### config.mk
export PLATFORM = sky130hd
export DESIGN_NAME = rng_regctl
export DESIGN_NICKNAME = d
export VERILOG_FILES = /design/src/rtl/rng_regctl_pkg.sv /design/src/rtl/rng_lfsr.sv /design/src/rtl/rng_fifo.sv /design/src/rtl/rng_opseq.sv /design/src/rtl/rng_regctl.sv
export SDC_FILE = /design/constraint.sdc
export NUM_CORES = 1
export LEC_CHECK = 0
export BUFFER_PORTS_ARGS = -buffer_cell sky130_fd_sc_hd__buf_2
export CORE_UTILIZATION = 40
export DETAILED_ROUTE_END_ITERATION = 7
export PLACE_DENSITY = 0.58
export SYNTH_ARGS = -nofsm -noshare
export SYNTH_HDL_FRONTEND = slang
export SYNTH_HIERARCHICAL = 1
export SYNTH_SLANG_ARGS = --single-unit
### constraint.sdc
create_clock -name clk -period 13.3 [get_ports clk]
set_clock_uncertainty 0.1 [all_clocks]
set_input_delay 2.66 -clock clk [delete_from_list [all_inputs] [get_ports clk]]
set_output_delay 2.66 -clock clk [all_outputs]
set_load 0.03 [all_outputs]
### src/rtl/rng_regctl_pkg.sv
package rng_regctl_pkg;
  localparam int OFS_CMD  = 'h04;
  localparam int OFS_CTRL = 'h08;
  localparam int OFS_STAT = 'h0C;
  localparam int OFS_ERR  = 'h10;
  localparam int OFS_FIFO = 'h14;

  localparam int CMD_SELFTEST = 0;
  localparam int CMD_SEED     = 1;
  localparam int CMD_CLR_IRQ  = 4;
  localparam int CMD_CLR_ERR  = 5;

  localparam int CTL_MASK_DONE = 5;
  localparam int CTL_MASK_ERR  = 6;

  localparam int STS_ST_DONE = 4;
  localparam int STS_SD_DONE = 5;
  localparam int STS_LVL_LO  = 8;
  localparam int STS_ERR     = 16;

  localparam int ERRB_SELFTEST = 0;
  localparam int ERRB_STAT     = 3;

  typedef enum logic [1:0] {
    OP_IDLE     = 2'd0,
    OP_SELFTEST = 2'd1,
    OP_SEEDING  = 2'd2
  } op_kind_e;
endpackage

### src/rtl/rng_lfsr.sv
module rng_lfsr #(
  parameter int          W    = 32,
  parameter logic [31:0] TAPS = 32'h8020_0003,
  parameter logic [31:0] INIT = 32'h0000_0001
) (
  input  logic         clk,
  input  logic         rst,
  input  logic         adv,
  output logic [W-1:0] state
);
  logic [W-1:0] nxt;

  always_comb begin
    nxt = {1'b0, state[W-1:1]};
    if (state[0]) nxt = nxt ^ TAPS[W-1:0];
  end

  always_ff @(posedge clk) begin
    if (rst)      state <= INIT[W-1:0];
    else if (adv) state <= nxt;
  end
endmodule

### src/rtl/rng_fifo.sv
module rng_fifo #(
  parameter int W     = 32,
  parameter int DEPTH = 16,
  localparam int AW   = $clog2(DEPTH),
  localparam int CW   = $clog2(DEPTH + 1)
) (
  input  logic          clk,
  input  logic          rst,
  input  logic          push,
  input  logic [W-1:0]  wdata,
  input  logic          pop,
  output logic [W-1:0]  rdata,
  output logic [CW-1:0] count
);
  logic [W-1:0]  mem [DEPTH];
  logic [AW-1:0] wp;
  logic [AW-1:0] rp;

  function automatic logic [AW-1:0] bump(input logic [AW-1:0] p);
    return (p == AW'(DEPTH - 1)) ? '0 : p + 1'b1;
  endfunction

  always_ff @(posedge clk) begin
    if (push) mem[wp] <= wdata;
  end

  always_ff @(posedge clk) begin
    if (pop) rdata <= mem[rp];
  end

  always_ff @(posedge clk) begin
    if (rst) begin
      wp    <= '0;
      rp    <= '0;
      count <= '0;
    end else begin
      if (push) wp <= bump(wp);
      if (pop)  rp <= bump(rp);
      count <= count + CW'(push) - CW'(pop);
    end
  end
endmodule

### src/rtl/rng_opseq.sv
module rng_opseq
  import rng_regctl_pkg::*;
#(
  parameter int OP_CYCLES = 64,
  localparam int CNT_W    = (OP_CYCLES > 2) ? $clog2(OP_CYCLES) : 1
) (
  input  logic clk,
  input  logic rst,
  input  logic start_st,
  input  logic start_seed,
  output logic busy,
  output logic fin_st,
  output logic fin_seed
);
  op_kind_e   kind;
  logic [CNT_W-1:0] cnt;
  logic       last;

  assign busy     = (kind != OP_IDLE);
  assign last     = busy && (cnt == '0);
  assign fin_st   = last && (kind == OP_SELFTEST);
  assign fin_seed = last && (kind == OP_SEEDING);

  always_ff @(posedge clk) begin
    if (rst) begin
      kind <= OP_IDLE;
      cnt  <= '0;
    end else if (busy) begin
      if (last) kind <= OP_IDLE;
      else      cnt  <= cnt - 1'b1;
    end else if (start_st || start_seed) begin
      kind <= start_st ? OP_SELFTEST : OP_SEEDING;
      cnt  <= CNT_W'(OP_CYCLES - 1);
    end
  end
endmodule

### src/rtl/rng_regctl.sv
module rng_regctl
  import rng_regctl_pkg::*;
#(
  parameter int          ADDR_W     = 8,
  parameter int          DATA_W     = 32,
  parameter int          FIFO_DEPTH = 16,
  parameter int          LVL_W      = 4,
  parameter int          OP_CYCLES  = 64,
  parameter logic [31:0] LFSR_TAPS  = 32'h8020_0003,
  parameter logic [31:0] LFSR_INIT  = 32'h0000_0001
) (
  input  logic              clk,
  input  logic              rst,
  input  logic              bus_sel,
  input  logic              bus_wr,
  input  logic [ADDR_W-1:0] bus_addr,
  input  logic [DATA_W-1:0] bus_wdata,
  output logic [DATA_W-1:0] bus_rdata,
  output logic              irq,
  input  logic              inj_st_fail,
  input  logic              inj_stat_fail
);
  localparam int CNT_W   = $clog2(FIFO_DEPTH + 1);
  localparam int LVL_MAX = (1 << LVL_W) - 1;

  logic wr_cmd, wr_ctl, rd_any, rd_fifo;
  logic st_done_q, sd_done_q, st_done_d, sd_done_d;
  logic err_st_q, err_stat_q, err_st_d, err_stat_d, err_any;
  logic mask_done_q, mask_err_q, mask_done_d, mask_err_d;
  logic seeded_q, seeded_d;
  logic clr_int_ok, clr_err_ok, clr_done;
  logic busy, fin_st, fin_seed;
  logic push, pop;
  logic [DATA_W-1:0] lfsr_word, fifo_word, stat_word, err_word, ctl_word;
  logic [DATA_W-1:0] rdata_reg_q;
  logic              fifo_sel_q;
  logic [CNT_W-1:0]  fifo_cnt;
  logic [LVL_W-1:0]  level;
  logic              unused_wdata;

  assign unused_wdata = ^bus_wdata;

  assign wr_cmd  = bus_sel && bus_wr && (bus_addr == ADDR_W'(OFS_CMD));
  assign wr_ctl  = bus_sel && bus_wr && (bus_addr == ADDR_W'(OFS_CTRL));
  assign rd_any  = bus_sel && !bus_wr;
  assign rd_fifo = rd_any && (bus_addr == ADDR_W'(OFS_FIFO));

  assign err_any    = err_st_q || err_stat_q;
  assign clr_int_ok = wr_cmd && bus_wdata[CMD_CLR_IRQ] && !err_any;
  assign clr_err_ok = wr_cmd && bus_wdata[CMD_CLR_ERR] && err_any;
  assign clr_done   = clr_int_ok || clr_err_ok;

  rng_opseq #(.OP_CYCLES(OP_CYCLES)) u_seq (
    .clk       (clk),
    .rst       (rst),
    .start_st  (wr_cmd && bus_wdata[CMD_SELFTEST]),
    .start_seed(wr_cmd && bus_wdata[CMD_SEED] && !bus_wdata[CMD_SELFTEST]),
    .busy      (busy),
    .fin_st    (fin_st),
    .fin_seed  (fin_seed)
  );

  always_comb begin
    st_done_d   = fin_st   ? 1'b1 : (clr_done ? 1'b0 : st_done_q);
    sd_done_d   = fin_seed ? 1'b1 : (clr_done ? 1'b0 : sd_done_q);
    err_st_d    = (fin_st && inj_st_fail)     || (err_st_q   && !clr_err_ok);
    err_stat_d  = (fin_seed && inj_stat_fail) || (err_stat_q && !clr_err_ok);
    seeded_d    = seeded_q || (fin_seed && !inj_stat_fail);
    mask_done_d = wr_ctl ? bus_wdata[CTL_MASK_DONE] : mask_done_q;
    mask_err_d  = wr_ctl ? bus_wdata[CTL_MASK_ERR]  : mask_err_q;
  end

  always_ff @(posedge clk) begin
    if (rst) begin
      st_done_q   <= 1'b0;
      sd_done_q   <= 1'b0;
      err_st_q    <= 1'b0;
      err_stat_q  <= 1'b0;
      seeded_q    <= 1'b0;
      mask_done_q <= 1'b1;
      mask_err_q  <= 1'b1;
      irq         <= 1'b0;
    end else begin
      st_done_q   <= st_done_d;
      sd_done_q   <= sd_done_d;
      err_st_q    <= err_st_d;
      err_stat_q  <= err_stat_d;
      seeded_q    <= seeded_d;
      mask_done_q <= mask_done_d;
      mask_err_q  <= mask_err_d;
      irq         <= ((st_done_d || sd_done_d) && !mask_done_d) ||
                     ((err_st_d || err_stat_d) && !mask_err_d);
    end
  end

  assign push = seeded_q && !err_any && (fifo_cnt < CNT_W'(FIFO_DEPTH));
  assign pop  = rd_fifo && (fifo_cnt != '0);

  rng_lfsr #(.W(DATA_W), .TAPS(LFSR_TAPS), .INIT(LFSR_INIT)) u_lfsr (
    .clk  (clk),
    .rst  (rst),
    .adv  (push),
    .state(lfsr_word)
  );

  rng_fifo #(.W(DATA_W), .DEPTH(FIFO_DEPTH)) u_fifo (
    .clk  (clk),
    .rst  (rst),
    .push (push),
    .wdata(lfsr_word),
    .pop  (pop),
    .rdata(fifo_word),
    .count(fifo_cnt)
  );

  generate
    if (CNT_W > LVL_W) begin : g_sat
      assign level = (fifo_cnt > CNT_W'(LVL_MAX)) ? LVL_W'(LVL_MAX) : fifo_cnt[LVL_W-1:0];
    end else begin : g_nosat
      assign level = LVL_W'(fifo_cnt);
    end
  endgenerate

  always_comb begin
    stat_word                        = '0;
    stat_word[STS_ST_DONE]           = st_done_q;
    stat_word[STS_SD_DONE]           = sd_done_q;
    stat_word[STS_LVL_LO +: LVL_W]   = level;
    stat_word[STS_ERR]               = err_any;
    err_word                         = '0;
    err_word[ERRB_SELFTEST]          = err_st_q;
    err_word[ERRB_STAT]              = err_stat_q;
    ctl_word                         = '0;
    ctl_word[CTL_MASK_DONE]          = mask_done_q;
    ctl_word[CTL_MASK_ERR]           = mask_err_q;
  end

  always_ff @(posedge clk) begin
    if (rst) begin
      rdata_reg_q <= '0;
      fifo_sel_q  <= 1'b0;
    end else if (rd_any) begin
      fifo_sel_q <= pop;
      if (bus_addr == ADDR_W'(OFS_CTRL))      rdata_reg_q <= ctl_word;
      else if (bus_addr == ADDR_W'(OFS_STAT)) rdata_reg_q <= stat_word;
      else if (bus_addr == ADDR_W'(OFS_ERR))  rdata_reg_q <= err_word;
      else                                    rdata_reg_q <= '0;
    end
  end

  assign bus_rdata = fifo_sel_q ? fifo_word : rdata_reg_q;
endmodule

==> flow_metrics.env, run 1 <==
export IMPL_die_x_um=246
export IMPL_synth_edf_count=544
export IMPL_reg2reg_slack_ns=9.63
export IMPL_sw_frac_of_total_pct=19.5
export IMPL_syn_area_sq_mm=0.0239
export IMPL_initial_utilization_pct=40.5
export IMPL_track_usage_pct=17.5
export IMPL_grt_pass1_vias=11900
export IMPL_cp_arrival_ns=6.09
export IMPL_worstHoldEndpoint="rdata_reg_q[9]$_SDFFE_PP0P_"
export IMPL_drt_pass1_iterations=5
export IMPL_r2r_start="err_stat_q$_SDFF_PP0_"
export IMPL_worstPathMaxFanout=38
export IMPL_ys_async_sr_fraction_pct=0
export IMPL_rows=89
export IMPL_final_cell_mix="544 x edfxtp_1, 128 x mux4_2, 70 x a22oi_1"
export IMPL_synth_cells=1236
export IMPL_outcome="complete, no violations"
export IMPL_worstMarginPinSlew_ns=0.997
export IMPL_vias_per_cell=5.46
export IMPL_ys_seq_area_share_pct=74.4
export IMPL_core_sq_mm=0.0590
export IMPL_crit_type="in -> reg"
export IMPL_switchingPower_uw=726
export IMPL_clk_latency_ns=0.63
export IMPL_drive_gt1_share_pct=25.4
export IMPL_r2r_end="u_fifo/mem[1][11]$_DFFE_PP_"
export IMPL_root_buffer="clkbuf_16"
export IMPL_stdcell_area_sq_mm=0.0267
export IMPL_drv_slew=0
export IMPL_dp_cells=1993
export IMPL_grt_pass1_wl_um=77300
export IMPL_io_pins=79
export IMPL_place_area_sq_mm=0.0248
export IMPL_gp_congestion=0.728
export IMPL_synth_cell_types=60
export IMPL_antenna_found_initial=0
export IMPL_combPwrFrac_pct=0.3
export IMPL_clock_path_buffers=3
export IMPL_layout_nets=1342
export IMPL_synth_net_count=1295
export IMPL_crit_path_start_kind="input port"
export IMPL_utilization_pct=45.2
export IMPL_yosys_warnings=6
export IMPL_p_leak_uw=0.00854
export IMPL_synth_flop_cell="edfxtp_1"
export IMPL_peakVddDrop_uv=98.5
export IMPL_setup_tns_ns=0
export IMPL_fmax_ghz=0.175
export IMPL_wl_per_cell_um=24.4
export IMPL_cellPowerDensity_mw_per_mm2=139
export IMPL_cts_clk_slew_worst_paths_ns=0.06
export IMPL_finalCritPeriodShare_pct=43.0
export IMPL_intPower_uw=2990
export IMPL_diodes=0
export IMPL_drt_iter0_markers=826
export IMPL_wirelength_um=51400
export IMPL_cts_resized=0
export IMPL_layout_cells_non_filler=2109
export IMPL_postCtsSetupRepairBufs=0
export IMPL_drt_drc_violations_left=0
export IMPL_place_hpwl_um=26700
export IMPL_hold_start="rdata_reg_q[9]$_SDFFE_PP0P_"
export IMPL_grt_max_degree=115
export IMPL_ff2ff_path_depth=6
export IMPL_p_seq_share_pct=55.8
export IMPL_final_common_cell="edfxtp_1"
export IMPL_end_kind="register"
export IMPL_postCtsHoldBufs=0
export IMPL_required_ns=13.67
export IMPL_num_vias=11500
export IMPL_fillers=5016
export IMPL_ant_nets=0
export IMPL_die_h_um=246
export IMPL_synth_area_per_cell_sq_um=19.3
export IMPL_cts_tree="yes"
export IMPL_maxSlewHeadroom_pct=33.5
export IMPL_min_path_type="reg -> reg"
export IMPL_report_final_hold_viol_count=0
export IMPL_rsz0062_at_grt="false"
export IMPL_htree_levels=2
export IMPL_cts_buffers=61
export IMPL_pwr_share_clk_pct=43.9
export IMPL_whs_path_depth=2
export IMPL_max_cap_violations=0
export IMPL_port_buffers=51
export IMPL_synth_seq_cells=616
export IMPL_grt_overflow=0
export IMPL_fin_crit_ns=5.72
export IMPL_die_area_sq_mm=0.0607
export IMPL_synthToLayoutAreaGrowth_pct=11.7
export IMPL_clock_sinks=616
export IMPL_setup_viol=0
-- cell usage after synthesis, drive strengths merged, types with 3 or more instances --
library cell / n / area, sq um
nand3b: 3 / 22.5
buf: 53 / 438
a21oi: 21 / 109
clkbuf: 39 / 146
nor3b: 7 / 52.6
dfxtp: 72 / 1440
nand2b: 4 / 25.0
mux2: 10 / 113
or3: 3 / 23.8
o21ai: 7 / 35.0
nor2: 61 / 236
mux2i: 34 / 340
nand3: 5 / 25.0
mux4: 128 / 2880
edfxtp: 544 / 16300
xor2: 4 / 35.0
a211oi: 8 / 75.1
nor2b: 8 / 50.1
a22oi: 70 / 526
and2: 39 / 244
inv: 17 / 63.8
or2: 4 / 25.0
nand2: 47 / 176
xnor2: 3 / 26.3
nor3: 6 / 35.0
ha: 12 / 150
-- worst max-delay path by stage --
stage                startpoint                          to  slack, ns  depth (start not counted)
CTS                 bus_addr[1]  u_fifo/count[4]$_SDFF_PP0_       7.59                         15
detailed placement  bus_addr[1]  u_fifo/count[4]$_SDFF_PP0_       6.91                         15
floorplan           bus_addr[1]  u_fifo/count[4]$_SDFF_PP0_       7.12                         13
global route        bus_addr[1]  u_fifo/count[4]$_SDFF_PP0_       7.35                         15
global placement    bus_addr[1]  u_fifo/count[4]$_SDFF_PP0_       6.91                         15
finish              bus_addr[1]  u_fifo/count[4]$_SDFF_PP0_       7.58                         15
-- flip-flops by register name, indices dropped and copies added, names as in the netlist, 2 cells and up --
signal,count
u_lfsr/state,32
u_fifo/rdata,32
u_fifo/wp,4
u_seq/cnt,6
u_fifo/rp,4
u_seq/kind,2
rdata_reg_q,10
u_fifo/mem,512
u_fifo/count,5
-- power groups by stage --
stage / clock (uW) / combinational, uW / sequential, uW
2_1_floorplan: 0 / 5.86 / 2110
3_3_place_gp: 0 / 11.8 / 2110
3_5_place_dp: 0 / 12.0 / 2110
4_1_cts: 1680 / 12.0 / 2070
5_1_grt: 1750 / 13.1 / 2070
6_report: 1630 / 11.9 / 2070
-- cells by family after synthesis --
family | Yosys count | share of synthesized area [%]
flops | 616 | 74.4
compound gates | 118 | 3.53
simple gates | 201 | 4.40
mux | 172 | 14.0
buf+inv | 109 | 2.71
fa+ha+maj | 13 | 0.712
xor+xnor | 7 | 0.257
-- layer usage --
layer  routed length [um]  track usage (%)  up-vias
met2                24900             28.5      309
li1                     -                -     5028
met1                22800             24.3     6112
met5                    0                0        -
met4                 1060             5.14        0
met3                 2620             2.59       72
-- through the flow --
| step | setup WS, ns | total power [uW] | hold WS (ns) |
|---|---|---|---|
| after CTS | 7.59 | 3760 | 0.357 |
| after global placement | 6.91 | 2120 | 0.336 |
| final | 7.58 | 3720 | 0.351 |
| after global routing | 7.35 | 3830 | 0.375 |
| after detailed placement | 6.91 | 2130 | 0.351 |
| after floorplan | 7.12 | 2120 | 0.329 |
-- final cells by class --
type	instances	area (sq um)	share of cell area, %
repair buffers	76	458	1.72
multi-input cells	511	5510	20.6
flip-flops and latches	616	17800	66.7
well taps	773	967	3.62
clock buffers	78	1610	6.03
inverters	17	63.8	0.239
clock inverters	38	289	1.08
-- worst max-delay path, cell delays in order --
cell,delay [ns]
buf_2,0.10
or3_4,0.41
or2_0,0.24
or4_4,0.53
inv_2,0.06
buf_4,0.58
ha_1,0.35
inv_1,0.06
ha_1,0.16
inv_1,0.06
fa_1,0.39
nor2b_1,0.16
o21ai_1,0.09
a21oi_1,0.15
nor3b_1,0.06
(Power assumes the default switching activity.)
==> run 2: changes to the inputs <==
Settings changed: ABC_AREA from default to 1.
Clock period 13.3 ns to 5.48 ns, I/O delays scaled along.
==> run 2 against run 1 <==
  * Count of clock-buffer cells in the layout increased by 19
  * Worst setup slack got worse by 5.3 ns
  * Cell count increased by 76%
  * Sequential power increased by 140%
  * Worst hold slack improved by 0.016 ns
  * Synthesized cell count increased by 130%
  * Die area increased by 14%
  * Total power increased by 140%
  * Global-route usage increased by 1.3 points
  * Critical path depth decreased by 10
  * Area after synthesis increased by 14%
  * Largest power group unchanged
==> flow_metrics.env, run 2 <==
export IMPL_hold_start="rdata_reg_q[8]$_SDFFE_PP0P_"
export IMPL_grt_pass1_wl_um=99100
export IMPL_grt_max_degree=213
export IMPL_cellPowerDensity_mw_per_mm2=303
export IMPL_crit_type="reg -> out"
export IMPL_synth_most_common_cell="nand2_1"
export IMPL_largest_register_ffs=512
export IMPL_fillers=6252
export IMPL_max_cap_violations=0
export IMPL_root_buffer="clkbuf_16"
export IMPL_fmax_ghz=0.309
export IMPL_wirelength_um=65000
export IMPL_synth_net_count=2854
export IMPL_top_register="u_fifo/mem"
export IMPL_drv_slew=0
export IMPL_core_sq_mm=0.0672
export IMPL_synthToLayoutAreaGrowth_pct=10.0
export IMPL_peakVddDrop_uv=221
export IMPL_worstPathMaxFanout=33
export IMPL_gp_congestion=0.792
export IMPL_ys_top_cells_by_count="898 x nand2_1, 551 x inv_1, 544 x edfxtp_1"
export IMPL_cts_tree="yes"
export IMPL_whs_path_depth=2
export IMPL_port_buffers=51
export IMPL_synth_edf_count=544
export IMPL_synth_cells=2795
export IMPL_outcome="complete, no violations"
export IMPL_place_hpwl_um=33600
export IMPL_ys_seq_area_share_pct=65.4
export IMPL_htree_levels=2
export IMPL_fin_crit_ns=3.24
export IMPL_cp_arrival_ns=2.04
export IMPL_track_usage_pct=18.8
export IMPL_wl_per_cell_um=17.5
export IMPL_maxSlewHeadroom_pct=30.8
export IMPL_synth_flop_cell="edfxtp_1"
export IMPL_drt_drc_violations_left=0
export IMPL_finalCritPeriodShare_pct=59.1
export IMPL_synth_area_per_cell_sq_um=9.72
export IMPL_setup_tns_ns=0
export IMPL_vias_per_cell=4.83
export IMPL_grt_pass1_vias=16900
export IMPL_clock_path_buffers=3
export IMPL_synth_cell_types=38
export IMPL_worstMarginPinSlew_ns=1.04
export IMPL_cts_resized=0
export IMPL_rows=95
export IMPL_drt_iter0_markers=1608
export IMPL_setup_viol=0
export IMPL_crit_path_start_kind="register"
export IMPL_cts_buffers=61
export IMPL_end_kind="output pin"
export IMPL_final_cell_mix="898 x nand2_1, 549 x inv_1, 544 x edfxtp_1"
export IMPL_synth_seq_cells=616
export IMPL_clock_sinks=616
export IMPL_p_leak_uw=0.0134
export IMPL_yosys_warnings=6
export IMPL_io_pins=79
export IMPL_setup_ws_ns=2.24
export IMPL_report_final_hold_viol_count=0
export IMPL_netlist_area_leader_share_pct=60.1
export IMPL_layout_nets=2853
export IMPL_yosysTopAreaCell="edfxtp_1"
export IMPL_required_ns=4.28
export IMPL_drt_pass1_iterations=5
export IMPL_worstHoldEndpoint="rdata_reg_q[8]$_SDFFE_PP0P_"
export IMPL_reg_top3="u_fifo/mem: 512 flops, u_fifo/rdata: 32 flops, u_lfsr/state: 32 flops"
export IMPL_reg2reg_slack_ns=2.27
export IMPL_num_vias=18000
export IMPL_die_h_um=263
export IMPL_ys_top_cells_by_area="edfxtp_1 60%, nand2_1 12%, inv_1 7.6%"
export IMPL_rsz0062_at_grt="false"
export IMPL_die_x_um=263
export IMPL_min_path_type="reg -> reg"
export IMPL_drive_gt1_share_pct=7.76
export IMPL_diodes=0
export IMPL_postCtsHoldBufs=0
export IMPL_initial_utilization_pct=40.5
export IMPL_die_area_sq_mm=0.0690
export IMPL_ys_async_sr_fraction_pct=0
export IMPL_ant_nets=0
export IMPL_grt_overflow=0
export IMPL_ff2ff_path_depth=6
export IMPL_cts_clk_slew_worst_paths_ns=0.06
export IMPL_syn_area_sq_mm=0.0272
export IMPL_antenna_found_initial=1
export IMPL_postCtsSetupRepairBufs=0
export IMPL_cp_startpoint="fifo_sel_q$_SDFFE_PP0P_"
export IMPL_clk_latency_ns=0.63
export IMPL_final_common_cell="nand2_1"
export IMPL_r2r_start="u_fifo/rp[2]$_SDFFE_PP0P_"
export IMPL_pre_cts_slack_ns=1.77
export IMPL_r2r_end="u_fifo/rdata[16]$_DFFE_PP_"
## run 2: cell types whose count changed in the layout (fill, tap and decap cells not counted), moves of 27 or more
cell     before  now
nor2_1       59   89
nand2_1      47  898
nand3_1       5  349
mux2i_1      34    0
mux4_2      128    0
a22oi_1      70    0
o21ai_0       5   32
inv_1        15  549
## run 2: worst max-delay path by stage
stage	endpoint	slack, ns	depth (start not counted)
global route	bus_rdata[10]	2.07	5
global placement	u_fifo/count[4]$_SDFF_PP0_	1.74	15
CTS	bus_rdata[4]	2.16	5
detailed placement	u_fifo/count[4]$_SDFF_PP0_	1.77	16
floorplan	u_fifo/count[4]$_SDFF_PP0_	0.84	14
finish	bus_rdata[4]	2.24	5
## run 2: per-stage QoR
stage | std cells | hold WS [ns] | util [%] | power, uW | instance area (sq um)
6_report | 3720 | 0.367 | 44.5 | 9050 | 29900
4_1_cts | 3720 | 0.365 | 44.5 | 9150 | 29900
3_5_place_dp | 3604 | 0.356 | 41.7 | 5170 | 28000
5_1_grt | 3720 | 0.376 | 44.5 | 9310 | 29900
3_3_place_gp | 3604 | 0.354 | 41.7 | 5170 | 28000
2_1_floorplan | 2795 | 0.336 | - | 5150 | 27200
## run 2: layer usage
metal  vias up  share of wire (%)  global-route usage, %
li1       8765                  -                      -
met1      8582                 43                   25.1
met2       504                 48                   32.0
met3       101                6.0                   2.60
met4         0                2.1                   5.15
met5         -                  0                      0
## run 2: cell type report
class	instances	area, sq um	area share [%]
clock buffers	97	1790	6.00
clock inverters	19	113	0.377
inverters	564	2130	7.12
multi-input cells	1467	6450	21.6
flip-flops and latches	616	17800	59.5
well taps	873	1090	3.65
repair buffers	84	528	1.77
## run 2: kinds of logic (layout without fill, tap and decap cells)
family          after synthesis  count (layout)  share of synthesized area (%)
compound gates               76              76                           1.60
fa+ha+maj                    13              13                          0.626
buf+inv                     712             764                           11.3
flops                       616             616                           65.4
xor+xnor                      1               1                         0.0322
simple gates               1377            1377                           21.0
## run 2: power breakdown
group | internal, uW | leakage [uW] | switching (uW)
Combinational | 10.6 | 0.00719 | 26.3
Sequential | 5030 | 0.00525 | 0.647
Clock | 2280 | 0.000935 | 1700
## run 2: worst max-delay path, stage by stage, from the launching register on
cell and delay (ns):
dfxtp_1 0.30, buf_4 0.43, inv_1 0.31, nand2_1 0.13, nand2_1 0.08, buf_2 0.18
